## src/rtl/pbus_pkg.sv

```systemverilog
package pbus_pkg;
  typedef enum logic [1:0] {ST_IDLE, ST_SETUP, ST_STROBE, ST_HOLD} pbus_state_e;

  localparam int ADDR_W      = 3;
  localparam int REG_W       = 32;
  localparam int RD_W        = 18;

  localparam logic [ADDR_W-1:0] A_WORD  = 3'd0;
  localparam logic [ADDR_W-1:0] A_WTRIG = 3'd1;
  localparam logic [ADDR_W-1:0] A_RDATA = 3'd2;
  localparam logic [ADDR_W-1:0] A_RTRIG = 3'd3;
  localparam logic [ADDR_W-1:0] A_STAT  = 3'd4;

  localparam int VALID_BIT   = 28;
  localparam int KIND_BIT    = 24;
  localparam int GO_BIT      = 0;
  localparam int SUB_BIT     = 1;
  localparam int BUSY_BIT    = 1;
endpackage

```

## src/rtl/pbus_regs.sv

```systemverilog
module pbus_regs
  import pbus_pkg::*;
#(
  parameter int DATA_W = 18
) (
  input  logic              clk,
  input  logic              rst,
  input  logic              we,
  input  logic [ADDR_W-1:0] addr,
  input  logic [REG_W-1:0]  wdata,
  input  logic              busy,
  input  logic              cap_en,
  input  logic [DATA_W-1:0] cap_data,
  output logic              go,
  output logic              go_rd,
  output logic              go_sub,
  output logic              go_rs,
  output logic [DATA_W-1:0] go_payload,
  output logic [REG_W-1:0]  rdata
);
  localparam int PAD_W = REG_W - RD_W;

  logic [REG_W-1:0] word_q;
  logic             rd_kind_q;
  logic [RD_W-1:0]  cap_q;
  logic             wr_go, rd_go;

  assign wr_go = we && (addr == A_WTRIG) && wdata[GO_BIT] && word_q[VALID_BIT] && !busy;
  assign rd_go = we && (addr == A_RTRIG) && wdata[GO_BIT] && !busy;

  assign go         = wr_go || rd_go;
  assign go_rd      = rd_go;
  assign go_sub     = wdata[SUB_BIT];
  assign go_rs      = rd_go ? rd_kind_q : word_q[KIND_BIT];
  assign go_payload = word_q[DATA_W-1:0];

  always_ff @(posedge clk) begin
    if (rst) begin
      word_q    <= '0;
      rd_kind_q <= 1'b0;
      cap_q     <= '0;
    end else begin
      if (we && addr == A_WORD)  word_q    <= wdata;
      if (we && addr == A_RDATA) rd_kind_q <= wdata[KIND_BIT];
      if (cap_en)                cap_q     <= RD_W'(cap_data);
    end
  end

  always_comb begin
    case (addr)
      A_WORD:  rdata = word_q;
      A_RDATA: rdata = {{PAD_W{1'b0}}, cap_q};
      A_STAT:  rdata = REG_W'({busy, 1'b0});
      default: rdata = '0;
    endcase
  end
endmodule

```

## src/rtl/pbus_seq.sv

```systemverilog
module pbus_seq
  import pbus_pkg::*;
#(
  parameter int DATA_W     = 18,
  parameter int SETUP_CYC  = 2,
  parameter int STROBE_CYC = 3,
  parameter int HOLD_CYC   = 1
) (
  input  logic              clk,
  input  logic              rst,
  input  logic              go,
  input  logic              go_rd,
  input  logic              go_sub,
  input  logic              go_rs,
  input  logic [DATA_W-1:0] go_payload,
  input  logic [DATA_W-1:0] bus_in,
  output logic [1:0]        cs_n,
  output logic              rs,
  output logic              wr_n,
  output logic              rd_n,
  output logic [DATA_W-1:0] bus_out,
  output logic              bus_oe,
  output logic              busy,
  output logic              cap_en,
  output logic [DATA_W-1:0] cap_data
);
  localparam int MAX_A = (SETUP_CYC > STROBE_CYC) ? SETUP_CYC : STROBE_CYC;
  localparam int MAX_L = (MAX_A > HOLD_CYC) ? MAX_A : HOLD_CYC;
  localparam int CNT_W = (MAX_L > 1) ? $clog2(MAX_L) : 1;

  pbus_state_e       state, nstate;
  logic [CNT_W-1:0]  cnt, ncnt;
  logic              rd_q, sub_q, rs_q;
  logic [DATA_W-1:0] pay_q;
  logic              rd_nx, sub_nx, rs_nx;
  logic [DATA_W-1:0] pay_nx;
  logic              take;

  assign take   = (state == ST_IDLE) && go;
  assign rd_nx  = take ? go_rd      : rd_q;
  assign sub_nx = take ? go_sub     : sub_q;
  assign rs_nx  = take ? go_rs      : rs_q;
  assign pay_nx = take ? go_payload : pay_q;

  always_comb begin
    nstate = state;
    ncnt   = cnt;
    case (state)
      ST_IDLE:
        if (go) begin
          nstate = ST_SETUP;
          ncnt   = CNT_W'(SETUP_CYC - 1);
        end
      ST_SETUP:
        if (cnt == '0) begin
          nstate = ST_STROBE;
          ncnt   = CNT_W'(STROBE_CYC - 1);
        end else ncnt = cnt - CNT_W'(1);
      ST_STROBE:
        if (cnt == '0) begin
          nstate = ST_HOLD;
          ncnt   = CNT_W'(HOLD_CYC - 1);
        end else ncnt = cnt - CNT_W'(1);
      default:
        if (cnt == '0) nstate = ST_IDLE;
        else ncnt = cnt - CNT_W'(1);
    endcase
  end

  assign cap_en   = (state == ST_STROBE) && (cnt == '0) && rd_q;
  assign cap_data = bus_in;

  always_ff @(posedge clk) begin
    if (rst) begin
      state   <= ST_IDLE;
      cnt     <= '0;
      rd_q    <= 1'b0;
      sub_q   <= 1'b0;
      rs_q    <= 1'b0;
      pay_q   <= '0;
      cs_n    <= 2'b11;
      rs      <= 1'b0;
      wr_n    <= 1'b1;
      rd_n    <= 1'b1;
      bus_out <= '0;
      bus_oe  <= 1'b0;
      busy    <= 1'b0;
    end else begin
      state   <= nstate;
      cnt     <= ncnt;
      rd_q    <= rd_nx;
      sub_q   <= sub_nx;
      rs_q    <= rs_nx;
      pay_q   <= pay_nx;
      busy    <= (nstate != ST_IDLE);
      cs_n    <= (nstate == ST_IDLE) ? 2'b11 : (sub_nx ? 2'b01 : 2'b10);
      rs      <= (nstate == ST_IDLE) ? 1'b0 : rs_nx;
      wr_n    <= !((nstate == ST_STROBE) && !rd_nx);
      rd_n    <= !((nstate == ST_STROBE) && rd_nx);
      bus_oe  <= (nstate != ST_IDLE) && !rd_nx;
      bus_out <= ((nstate != ST_IDLE) && !rd_nx) ? pay_nx : '0;
    end
  end
endmodule

```

## src/rtl/pbus_cmd_engine.sv

```systemverilog
module pbus_cmd_engine
  import pbus_pkg::*;
#(
  parameter int DATA_W     = 18,
  parameter int SETUP_CYC  = 2,
  parameter int STROBE_CYC = 3,
  parameter int HOLD_CYC   = 1
) (
  input  logic              clk,
  input  logic              rst,
  input  logic              reg_we,
  input  logic [2:0]        reg_addr,
  input  logic [31:0]       reg_wdata,
  output logic [31:0]       reg_rdata,
  output logic [1:0]        pnl_cs_n,
  output logic              pnl_rs,
  output logic              pnl_wr_n,
  output logic              pnl_rd_n,
  output logic [DATA_W-1:0] pnl_dout,
  output logic              pnl_doe,
  input  logic [DATA_W-1:0] pnl_din
);
  logic              busy, cap_en;
  logic [DATA_W-1:0] cap_data, go_payload;
  logic              go, go_rd, go_sub, go_rs;

  pbus_regs #(.DATA_W(DATA_W)) u_regs (
    .clk(clk), .rst(rst), .we(reg_we), .addr(reg_addr), .wdata(reg_wdata),
    .busy(busy), .cap_en(cap_en), .cap_data(cap_data),
    .go(go), .go_rd(go_rd), .go_sub(go_sub), .go_rs(go_rs),
    .go_payload(go_payload), .rdata(reg_rdata)
  );

  pbus_seq #(
    .DATA_W(DATA_W), .SETUP_CYC(SETUP_CYC),
    .STROBE_CYC(STROBE_CYC), .HOLD_CYC(HOLD_CYC)
  ) u_seq (
    .clk(clk), .rst(rst), .go(go), .go_rd(go_rd), .go_sub(go_sub),
    .go_rs(go_rs), .go_payload(go_payload), .bus_in(pnl_din),
    .cs_n(pnl_cs_n), .rs(pnl_rs), .wr_n(pnl_wr_n), .rd_n(pnl_rd_n),
    .bus_out(pnl_dout), .bus_oe(pnl_doe), .busy(busy),
    .cap_en(cap_en), .cap_data(cap_data)
  );
endmodule

```

## config.mk

```make
export PLATFORM = sky130hd
export DESIGN_NAME = pbus_cmd_engine
export DESIGN_NICKNAME = d
export VERILOG_FILES = /design/src/rtl/pbus_pkg.sv /design/src/rtl/pbus_regs.sv /design/src/rtl/pbus_seq.sv /design/src/rtl/pbus_cmd_engine.sv
export SDC_FILE = /design/constraint.sdc
export NUM_CORES = 1
export LEC_CHECK = 0
export BUFFER_PORTS_ARGS = -buffer_cell sky130_fd_sc_hd__buf_2
export CAP_MARGIN = 10
export CORE_MARGIN = 3
export CORE_UTILIZATION = 48
export CTS_BUF_LIST = sky130_fd_sc_hd__clkbuf_4
export CTS_CLUSTER_SIZE = 28
export DETAILED_ROUTE_END_ITERATION = 10
export PLACE_DENSITY_LB_ADDON = 0.12
export SLEW_MARGIN = 5
export SYNTH_ARGS = -nofsm -noshare
export SYNTH_HDL_FRONTEND = slang
export SYNTH_SLANG_ARGS = --single-unit
```

## constraint.sdc

```tcl
create_clock -name clk -period 2 [get_ports clk]
set_input_delay 0.4 -clock clk [delete_from_list [all_inputs] [get_ports clk]]
set_output_delay 0.4 -clock clk [all_outputs]
set_load 0.02 [all_outputs]
```

==> results of run 1 <==
-- per-layer routing --
metal / routed length (µm) / GRT usage [%] / part of all wire, % / up-vias
li1: - / - / - / 1733
met5: 0 / 0 / 0 / -
met3: 592 / 4.880 / 5.9 / 8
met4: 76 / 7.009 / 0.75 / 0
met2: 4900 / 34.62 / 49 / 102
met1: 4506 / 28.61 / 45 / 1593
-- cells by family (layout without fill, tap and decap cells) --
group | after synthesis | count (layout)
adders and majority gates | 7 | 7
and+or+nand+nor | 187 | 187
muxes | 23 | 23
DFF | 101 | 101
AOI/OAI and AO/OA | 85 | 85
buffers and inverters | 41 | 168
-- power by group through the flow --
stage	sequential, mW	clock (mW)	combinational (mW)
floorplan	2.23	0	0.868
global placement	2.20	0	1.28
detailed placement	2.20	0	1.32
CTS	2.16	1.30	1.33
global route	2.19	1.39	1.72
finish	2.18	1.28	1.60
-- synth_stat cells (2+ instances only) --
| library cell | n | share of area, % |
|---|---|---|
| sky130_fd_sc_hd__nand2_1 | 104 | 10 |
| sky130_fd_sc_hd__dfxtp_1 | 101 | 52 |
| sky130_fd_sc_hd__a21oi_1 | 52 | 6.6 |
| sky130_fd_sc_hd__nor2_1 | 31 | 3.0 |
| sky130_fd_sc_hd__mux2i_1 | 23 | 5.9 |
| sky130_fd_sc_hd__clkbuf_1 | 22 | 2.1 |
| sky130_fd_sc_hd__nor3_1 | 21 | 2.7 |
| sky130_fd_sc_hd__a22o_1 | 18 | 4.0 |
| sky130_fd_sc_hd__and2_1 | 16 | 2.6 |
| sky130_fd_sc_hd__buf_2 | 8 | 1.0 |
| sky130_fd_sc_hd__inv_1 | 8 | 0.77 |
| sky130_fd_sc_hd__ha_1 | 7 | 2.2 |
| sky130_fd_sc_hd__nand3_1 | 3 | 0.38 |
| sky130_fd_sc_hd__a2111oi_4 | 2 | 1.4 |
| sky130_fd_sc_hd__a22oi_1 | 2 | 0.38 |
| sky130_fd_sc_hd__buf_6 | 2 | 0.57 |
| sky130_fd_sc_hd__nand2b_1 | 2 | 0.32 |
| sky130_fd_sc_hd__nand3b_1 | 2 | 0.38 |
| sky130_fd_sc_hd__o21ai_0 | 2 | 0.26 |
-- how the worst max path moves through the flow --
stage | from | endpoint | slack [ns]
2_1_floorplan | u_seq.state[1]$_SDFF_PP0_ | u_seq.bus_out[15]$_SDFF_PP0_ | 0.004
3_3_place_gp | u_seq.state[0]$_SDFF_PP0_ | u_seq.cs_n[0]$_SDFF_PP1_ | 0.01
3_5_place_dp | u_seq.state[0]$_SDFF_PP0_ | u_seq.rs$_SDFF_PP0_ | -0.03
4_1_cts | u_seq.state[1]$_SDFF_PP0_ | u_seq.bus_out[17]$_SDFF_PP0_ | -0.02
5_1_grt | u_seq.state[0]$_SDFF_PP0_ | u_seq.bus_out[17]$_SDFF_PP0_ | -0.09
6_report | u_seq.state[0]$_SDFF_PP0_ | u_seq.bus_out[16]$_SDFF_PP0_ | -0.02
-- flip-flops by register name, indices dropped and copies added (netlist names), 2 cells and up --
| register | cells |
|---|---|
| u_seq.cs_n | 2 |
| u_regs.cap_q | 18 |
| u_seq.pay_q | 18 |
| u_seq.state | 2 |
| u_seq.cnt | 2 |
| u_regs.word_q | 32 |
| u_seq.bus_out | 18 |
-- final cells by class --
type | instances | area, µm²
Fill cell | 705 | 2796
Sequential cell | 101 | 2027
Multi-Input combinational cell | 302 | 1794
Timing Repair Buffer | 145 | 893.4
Tap cell | 102 | 127.6
Clock inverter | 6 | 111.4
Clock buffer | 9 | 67.56
Inverter | 8 | 30.03
-- critical path: cells and delay by family, from the launching register on --
family          cells  cell delay, ns
buf+inv             3            0.44
compound gates      3            0.82
flops               1            0.42
fa+ha+maj           1            0.18
simple gates        1            0.06
-- timing repair --
item / 4_1_cts / 5_1_grt
hold endpoints to repair: 0 / 0
setup endpoints to repair: 21 / 35
setup buffers: 0 / 3
gates cloned: 0 / 0
gates resized for setup: 1 / 20
pin swaps: 1 / 5
==> reports/qor.csv, run 1 <==
metric,value,unit
finalSetupViolations,17,
ff2ff_setup_slack,-0.02,ns
yosys-mux-area-fraction,5.871,%
slew_headroom,70.89,%
die-area,9290,µm²
timing_max_transition_violations_final,0,
insertedDiodeCount,0,
post_synth_xor_area_fraction,0,%
max_freq,0.4951,GHz
post_synthesis_compound_gate_area_fraction,14.74,%
design.portCount,112,
yosys.area_share.adder,2.234,%
synth_simple_gate_area_share,20.93,%
setup.worst_path.end_class,register,
crit_path_top_delay_cell,sky130_fd_sc_hd__a2111oi_4,
ir_worst_vdd,0.0005364,V
whs_endpoint,u_regs.word_q[13]$_SDFFE_PP0P_,
grt_util_all_layers,21.51,%
cts_buffer_depth,2,
worst_clk_skew,0.02303,ns
postLayoutCellArea,5051,µm²
worstMarginPinSlew,0.4367,ns
cts_made_buffers,9,
seq_area_frac_synth,51.56,%
mappedNetlistNets,507,
drtAntennaViolNets,0,
drive_gt1_share,31.52,%
timing.critical_path.cells,"inv_2, ha_4, buf_4, a21oi_1, a221oi_4, a2111oi_4, buf_6, nor3_1",
grt_overflow,0,
worst-endpoint-arrival,2.34,ns
clock-sinks,101,
cp_launch_type,register,
cts_hold_repair.buffers,0,
r2r-end,u_seq.bus_out[16]$_SDFF_PP0_,
total_chip_power,5.054,mW
clockPowerShare,25.3,%
r2r_start,u_seq.state[0]$_SDFF_PP0_,
routabilityCongestion,0.8770,
detail_route.iter0.violations,159,
wl,10080,µm
initial_antenna_violation_count,0,
place_area,4765,µm²
path_clk_slew,0.15,ns
internal_power,3.478,mW
numPlacedInstances,655,
hold_viol,0,
highest_count_cells_in_the_layout_ignoring_fill_and_taps,"111 x sky130_fd_sc_hd__buf_2, 104 x sky130_fd_sc_hd__nand2_1, 99 x sky130_fd_sc_hd__dfxtp_1",
post-route-util,64.37,%
total_switching_power,1.576,mW
synth_top_family_by_area,simple AND/OR/NAND/NOR gates,
worst-endpoint-required,2.32,ns
cts_max_level,3,
vias_per_cell,5.105,
holdPathStages,3,
sequentialPowerShare,43.1,%
largest_net_degree_at_the_start_of_global_routing,35,
detailedPlace.worstSlack,-0.03121,ns
postLayoutSetupSlackWorst,-0.01994,ns
vias,3436,
io_buffer_count,111,
rsz_0062_raised_after_global_routing,true,
drv.max_cap_violation_count,0,
number_of_register_bits_inferred_by_synthesis,101,
leakagePower,2.115,nW
worst_skew_pair_later_pin_latency,0.42,ns
worst-setup-path-type,register to register,
finalHoldWorstSlack,0.1879,ns
design.final.nets,630,
post_synth.cell_area_avg,8.832,µm²
routed_wirelength_normalized_by_instance_count,14.97,µm
floorplan.die.width,96.39,µm
final_common_cell,sky130_fd_sc_hd__buf_2,
grt_pass1_vias,3104,
comb_power_share,31.6,%
die_y,96.39,µm
power_switching_share,31.18,%
drc,0,
synth_area,3921,µm²
grt_first_pass_wirelength,15280,µm
min_from,reg_wdata[13],
synth-main-ff-cell,sky130_fd_sc_hd__dfxtp_1,
failed_checks,setup timing,
area_growth,28.81,%
syn-instance-count,444,
postSynth.asyncResetShare,0,%
run_status,"complete, but fails checks",
hold_class,input pin to register,
fin_tns_setup,-0.1557,ns
power_density,1001,nW/µm²
area_of_the_placeable_core,7848,µm²
synth_cell_type_count,37,
final.min_clock_period,2.020,ns
floorplan.initialDensity,49.97,%
dp_hpwl,6913,µm
fin_crit_sh,101.0,%
fin_cells,673,
synth_edf_count,0,
cp_max_fo,10,
clock-root-buffer,sky130_fd_sc_hd__clkbuf_4,
cts_tree,done,
drt-pass1-iter-count,4,
worst-r2r-cell-count,8,
yosys_warnings,0,
cpPeakStageDelay,0.46,ns
floorplan.rows,32,
No activity file was read; power rests on OpenSTA's default activity.
==> inputs of run 2 (changes only) <==
--- a/config.mk
+++ b/config.mk
@@ -7,8 +7,10 @@
 export LEC_CHECK = 0
 export BUFFER_PORTS_ARGS = -buffer_cell sky130_fd_sc_hd__buf_2
 export CAP_MARGIN = 10
+export CELL_PAD_IN_SITES_DETAIL_PLACEMENT = 1
+export CELL_PAD_IN_SITES_GLOBAL_PLACEMENT = 1
 export CORE_MARGIN = 3
-export CORE_UTILIZATION = 48
+export CORE_UTILIZATION = 36
 export CTS_BUF_LIST = sky130_fd_sc_hd__clkbuf_4
 export CTS_CLUSTER_SIZE = 28
 export DETAILED_ROUTE_END_ITERATION = 10
==> reports/qor.csv, run 2 (synthesized netlist as in run 1, its figures left out) <==
metric,value,unit,change
routed_wirelength_normalized_by_instance_count,16.28,µm,+8.7%
setup.worst_path.end_class,register,,
cp_launch_type,register,,
cp_max_fo,6,,-4
grt_pass1_vias,3478,,+12%
timing_max_transition_violations_final,0,,unchanged
number_of_buffer_and_inverter_stages_on_the_critical_path,2,,-1
cts_max_level,3,,unchanged
final_common_cell,sky130_fd_sc_hd__buf_2,,
largest_register_ff_count,32,,unchanged
drtAntennaViolNets,0,,unchanged
grt_util_all_layers,19.03,%,-2.5 points
largest_net_degree_at_the_start_of_global_routing,50,,+43%
initial_antenna_violation_count,0,,unchanged
fin_cells,707,,+5.1%
drc,0,,unchanged
worst-endpoint-arrival,2.30,ns,-0.04 ns
hold_class,input pin to register,,
clock-root-buffer,sky130_fd_sc_hd__clkbuf_4,,
vias,3438,,+0.058%
power_density,1016,nW/µm²,+1.6%
critical-path-top-cell-by-count,sky130_fd_sc_hd__buf_4,,
io_buffer_count,111,,unchanged
design.final.nets,630,,unchanged
wl,11510,µm,+14%
worst_clk_skew,0.01108,ns,-0.01195 ns
top_register,u_regs.word_q,,
final.min_clock_period,1.964,ns,-0.05590 ns
sequential_cell_area,2032,µm²,+0.25%
drt-pass1-iter-count,4,,unchanged
die_y,110.4,µm,+15%
ir_worst_vdd,0.0005056,V,-5.7%
floorplan.die.width,110.4,µm,+15%
area_used_by_multi_input_combinational_logic,1813,µm²,+1.0%
detail_route.iter0.violations,108,,-32%
grt_first_pass_wirelength,17800,µm,+17%
dp_hpwl,8237,µm,+19%
area_growth,29.39,%,
leakagePower,2.105,nW,-0.46%
cpPeakStageDelay,0.56,ns,+0.10 ns
critical_path.top_delay_family,compound AO/OA/AOI/OAI gates,,
cts_tree,done,,
worst_skew_pair_later_pin_latency,0.43,ns,about the same
fin_crit_sh,98.20,%,-2.8 points
vias_per_cell,4.863,,-4.8%
insertedDiodeCount,0,,unchanged
area_of_the_placeable_core,10460,µm²,+33%
worstMarginPinSlew,0.8268,ns,+0.3900 ns
design.portCount,112,,unchanged
routabilityCongestion,0.8049,,-8.2%
floorplan.rows,37,,+16%
cts_made_buffers,9,,unchanged
fill_cells,1272,,+80%
floorplan.initialDensity,37.48,%,-12 points
numPlacedInstances,687,,+4.9%
worst-endpoint-required,2.33,ns,about the same
timing.critical_path.cells,"ha_4, buf_4, o22ai_2, a22oi_2, a2111oi_4, buf_4, nor3_1",,
cts_buffer_depth,2,,unchanged
hold_viol,0,,unchanged
crit_path_top_delay_cell,sky130_fd_sc_hd__a2111oi_4,,
max_freq,0.5092,GHz,+2.8%
run_status,"finished, final reports clean",,
worst-setup-path-type,register to register,,
drive_gt1_share,32.05,%,+0.53 points
path_clk_slew,0.15,ns,about the same
grt_overflow,0,,unchanged
highest_count_cells_in_the_layout_ignoring_fill_and_taps,"111 x sky130_fd_sc_hd__buf_2, 104 x sky130_fd_sc_hd__nand2_1, 97 x sky130_fd_sc_hd__dfxtp_1",,
total_chip_power,5.155,mW,+2.0%
rsz_0062_raised_after_global_routing,true,,
drv.max_cap_violation_count,0,,unchanged
finalSetupViolations,0,,-17
slew_headroom,44.88,%,-26 points
clock-sinks,101,,unchanged
die-area,12180,µm²,+31%
-- run 2: cell types whose count changed in the layout (fill, tap and decap cells not counted), sizes merged --
cell / before / now
clkinvlp: 0 / 1
clkinv: 2 / 1
-- run 2: path summary, 6_finish.rpt --
path | startpoint | end | slack [ns] | cells after the start
worst max register to register | u_seq.state[0]$_SDFF_PP0_ | u_seq.bus_out[0]$_SDFF_PP0_ | 0.04 | 7
worst max-delay path | u_seq.state[0]$_SDFF_PP0_ | u_seq.bus_out[0]$_SDFF_PP0_ | 0.04 | 7
worst min-delay path | reg_wdata[26] | u_regs.word_q[26]$_SDFFE_PP0P_ | 0.18 | 3
worst min register to register | u_regs.word_q[25]$_SDFFE_PP0P_ | u_regs.word_q[25]$_SDFFE_PP0P_ | 0.46 | 2
-- run 2: layout make-up --
class / instances / share of cell area, %
repair buffers: 145 / 16.70
flip-flops and latches: 101 / 40.05
clock inverters: 6 / 2.195
multi-input cells: 302 / 35.73
inverters: 8 / 0.6412
clock buffers: 9 / 1.332
well taps: 136 / 3.354
-- run 2: power breakdown --
part	switching, mW	internal (mW)
clock network	0.660	0.629
logic	0.901	0.772
registers	0.0755	2.12
total	1.64	3.52
-- run 2: stage by stage --
| stage | utilization (%) | TNS, ns | cell area [µm²] | hold WS [ns] | setup slack, ns |
|---|---|---|---|---|---|
| after floorplan | - | 0 | 3921 | 0.4317 | 0.003813 |
| after global placement | 45.32 | 0 | 4742 | 0.4380 | 0.03018 |
| after detailed placement | 45.32 | -0.1367 | 4742 | 0.4458 | -0.02359 |
| after CTS | 47.33 | 0 | 4952 | 0.1536 | 0.005230 |
| after global routing | 48.49 | -0.6746 | 5074 | 0.1404 | -0.06080 |
| final | 48.49 | 0 | 5074 | 0.1798 | 0.03596 |
-- run 2: worst reg2reg max path: stages (launching register included) --
cell	delay, ns
sky130_fd_sc_hd__dfxtp_4	0.41
sky130_fd_sc_hd__ha_4	0.18
sky130_fd_sc_hd__buf_4	0.15
sky130_fd_sc_hd__o22ai_2	0.14
sky130_fd_sc_hd__a22oi_2	0.13
sky130_fd_sc_hd__a2111oi_4	0.56
sky130_fd_sc_hd__buf_4	0.25
sky130_fd_sc_hd__nor3_1	0.06
-- run 2: repair_timing --
item	4_1_cts	5_1_grt
setup endpoints to repair	20	45
setup buffers	0	3
pin swaps	2	4
cloned	1	1
resized for setup	10	21
hold buffers	0	0
-- run 2: metal layers --
metal  up-vias  share of wire (%)  track usage, %
li1       1731                  -               -
met1      1623                 45           23.95
met2        78                 49           33.19
met3         6                5.0           4.834
met4         0               0.64           3.606
met5         -                  0               0
==> inputs of run 3 (changes only) <==
--- a/config.mk
+++ b/config.mk
@@ -5,15 +5,17 @@
 export SDC_FILE = /design/constraint.sdc
 export NUM_CORES = 1
 export LEC_CHECK = 0
+export ABC_AREA = 1
 export BUFFER_PORTS_ARGS = -buffer_cell sky130_fd_sc_hd__buf_2
 export CAP_MARGIN = 10
 export CELL_PAD_IN_SITES_DETAIL_PLACEMENT = 1
 export CELL_PAD_IN_SITES_GLOBAL_PLACEMENT = 1
 export CORE_MARGIN = 3
-export CORE_UTILIZATION = 36
+export CORE_UTILIZATION = 35
 export CTS_BUF_LIST = sky130_fd_sc_hd__clkbuf_4
 export CTS_CLUSTER_SIZE = 28
 export DETAILED_ROUTE_END_ITERATION = 10
+export HOLD_SLACK_MARGIN = 0.05
 export PLACE_DENSITY_LB_ADDON = 0.12
 export SLEW_MARGIN = 5
 export SYNTH_ARGS = -nofsm -noshare
==> reports/qor.csv, run 3 <==
metric,value,unit,change
ir_worst_vdd,0.0003328,V,-34%
area_of_the_placeable_core,10460,µm²,unchanged
mappedNetlistNets,530,,+4.5%
post-route-util,45.29,%,-3.2 points
total_chip_power,4.399,mW,-15%
die-area,12230,µm²,+0.41%
wl_met1,4877,µm,-6.4%
slew_headroom,69.13,%,+24 points
cts_tree,done,,
finalSetupViolations,0,,unchanged
routabilityCongestion,0.8190,,+1.8%
hold_class,input pin to register,,
die_y,110.6,µm,+0.20%
io_buffer_count,111,,unchanged
floorplan.die.width,110.6,µm,+0.20%
path_clk_slew,0.17,ns,+0.02 ns
yosys.area.top_type_share,52.81,%,+1.2 points
grt_first_pass_wirelength,16940,µm,-4.8%
highest_count_cells_in_the_layout_ignoring_fill_and_taps,"111 x sky130_fd_sc_hd__buf_2, 101 x sky130_fd_sc_hd__dfxtp_1, 72 x sky130_fd_sc_hd__o21ai_0",,
final.min_clock_period,1.906,ns,-0.05837 ns
dominant_cells_by_area_after_synthesis,"sky130_fd_sc_hd__dfxtp_1 53%, sky130_fd_sc_hd__o21ai_0 9.8%, sky130_fd_sc_hd__a21oi_1 7.2%, sky130_fd_sc_hd__inv_1 6.0%, sky130_fd_sc_hd__nor2_1 5.0%",,
routed_wirelength_normalized_by_instance_count,14.08,µm,-14%
cts_made_buffers,9,,unchanged
cp_launch_type,input pin,,
fin_cells,720,,+1.8%
cts_max_level,3,,unchanged
drtAntennaViolNets,0,,unchanged
r2r_start,u_seq.state[1]$_SDFF_PP0_,,
grt_util_all_layers,16.70,%,-2.3 points
number_of_register_bits_inferred_by_synthesis,101,,unchanged
syn-instance-count,467,,+5.2%
post_synth.cell_area_avg,8.198,µm²,-7.2%
numPlacedInstances,703,,+2.3%
yosys_warnings,0,,unchanged
dr_wl_met3,496,µm,-14%
rsz_0062_raised_after_global_routing,false,,
detail_route.iter0.violations,97,,-10%
final_common_cell,sky130_fd_sc_hd__buf_2,,
synth.most_common_cell,sky130_fd_sc_hd__dfxtp_1,,
insertedDiodeCount,0,,unchanged
postSynth.asyncResetShare,0,%,unchanged
worst-endpoint-required,1.60,ns,-0.73 ns
fin_crit_sh,95.28,%,-2.9 points
top_register,u_regs.word_q,,
synth_area,3829,µm²,-2.4%
setup.worst_path.end_class,primary output,,
clock-root-buffer,sky130_fd_sc_hd__clkbuf_4,,
design.portCount,112,,unchanged
initial_antenna_violation_count,0,,unchanged
clock-sinks,101,,unchanged
worst_clk_skew,0.01651,ns,+0.005425 ns
synth_edf_count,0,,unchanged
floorplan.rows,37,,unchanged
largest_register_ff_count,32,,unchanged
netlist.top_cell.by_area,sky130_fd_sc_hd__dfxtp_1,,
power_density,928.4,nW/µm²,-8.6%
floorplan.initialDensity,36.59,%,-0.88 points
cts_hold_repair.buffers,0,,unchanged
largest_net_degree_at_the_start_of_global_routing,54,,+8.0%
synth.top_cells.by_count,"101 x sky130_fd_sc_hd__dfxtp_1, 75 x sky130_fd_sc_hd__o21ai_0, 61 x sky130_fd_sc_hd__inv_1",,
vias,3353,,-2.5%
worst-endpoint-arrival,1.51,ns,-0.79 ns
grt_pass1_vias,3492,,+0.40%
cts_buffer_depth,2,,unchanged
run_status,"finished, final reports clean",,
drt-pass1-iter-count,4,,unchanged
area_growth,23.76,%,
postCtsSetupRepairBufs,0,,unchanged
top_layer,met4,,
fin_tns_setup,0,ns,unchanged
max_freq,0.5248,GHz,+3.1%
drv.max_cap_violation_count,0,,unchanged
grt_overflow,0,,unchanged
synth-main-ff-cell,sky130_fd_sc_hd__dfxtp_1,,
vias_per_cell,4.657,,-4.2%
crit_path_start,reg_addr[1],,
timing_max_transition_violations_final,0,,unchanged
drive_gt1_share,28.08,%,-4.0 points
dp_hpwl,7476,µm,-9.2%
worst-setup-path-type,input pin to primary output,,
worstMarginPinSlew,0.4631,ns,-0.3637 ns
design.final.nets,642,,+1.9%
wl_met2,4605,µm,-18%
drc,0,,unchanged
min_from,rst,,
cp_max_fo,32,,+26
wl,10140,µm,-12%
seq_area_frac_synth,52.81,%,+1.2 points
leakagePower,1.983,nW,-5.8%
synth_cell_type_count,28,,-24%
worst_skew_pair_later_pin_latency,0.46,ns,+0.03 ns
hold_viol,0,,unchanged
[run 3: cell count changes in the layout (fill, tap and decap cells not counted), sizes merged, moves of 18 or more]
cell | before | now
nand2 | 104 | 44
nor3 | 21 | 0
o21ai | 2 | 76
a22o | 18 | 0
inv | 9 | 65
nor2 | 31 | 62
buf | 145 | 125
mux2i | 23 | 1
[run 3: cell families (layout without fill, tap and decap cells)]
logic type / count (synthesis) / count (layout) / share of synthesized area [%]
compound gates: 153 / 153 / 20.95
fa+ha+maj: 7 / 7 / 2.287
buf+inv: 89 / 205 / 9.412
flops: 101 / 101 / 52.81
mux: 1 / 1 / 0.2614
simple gates: 116 / 117 / 14.28
[run 3: path summary, 6_finish.rpt]
| path | to | slack (ns) | depth (start not counted) |
|---|---|---|---|
| worst max-delay path | reg_rdata[3] | 0.09 | 6 |
| worst min-delay path | u_seq.sub_q$_SDFF_PP0_ | 0.17 | 2 |
| worst max register to register | u_seq.pay_q[9]$_SDFF_PP0_ | 0.15 | 7 |
| worst min register to register | u_regs.cap_q[16]$_SDFFE_PP0P_ | 0.46 | 2 |
[run 3: cell type report]
type / count / area (µm²)
repair buffers: 125 / 673.1
multi-input cells: 278 / 1493
inverters: 64 / 241.5
flip-flops and latches: 101 / 2022
fillers: 1351 / 5724
clock buffers: 9 / 67.56
well taps: 136 / 170.2
clock inverters: 7 / 71.32
[run 3: report_power, final]
| part | internal, mW | switching, mW | leakage, nW | total, mW |
|---|---|---|---|---|
| Combinational | 0.364 | 0.773 | 1.10 | 1.14 |
| Sequential | 2.15 | 0.0674 | 0.818 | 2.22 |
| Clock | 0.287 | 0.756 | 0.0689 | 1.04 |
[run 3: critical path, cell delays in order]
cell and delay, ns:
sky130_fd_sc_hd__buf_2 0.13, sky130_fd_sc_hd__nor2_1 0.17, sky130_fd_sc_hd__nand2_1 0.08, sky130_fd_sc_hd__buf_4 0.25, sky130_fd_sc_hd__o22ai_1 0.26, sky130_fd_sc_hd__buf_2 0.21
[run 3: per-layer routing]
| metal | vias to the layer above | track usage [%] |
|---|---|---|
| li1 | 1742 | - |
| met1 | 1530 | 22.37 |
| met2 | 68 | 26.50 |
| met3 | 13 | 4.712 |
| met4 | 0 | 4.351 |
| met5 | - | 0 |
[run 3: timing repair]
item	4_1_cts	5_1_grt
setup endpoints to repair	0	19
resized for setup	0	7
endpoints found under the hold margin	0	0
[run 3: through the flow]
step / hold WS, ns / setup slack (ns) / instance area (µm²)
after floorplan: 0.4294 / 0.3438 / 3829
after global placement: 0.4391 / 0.1614 / 4558
after detailed placement: 0.4485 / 0.1071 / 4558
after CTS: 0.1477 / 0.07077 / 4697
after global routing: 0.1586 / 0.01693 / 4738
final: 0.1679 / 0.09433 / 4738
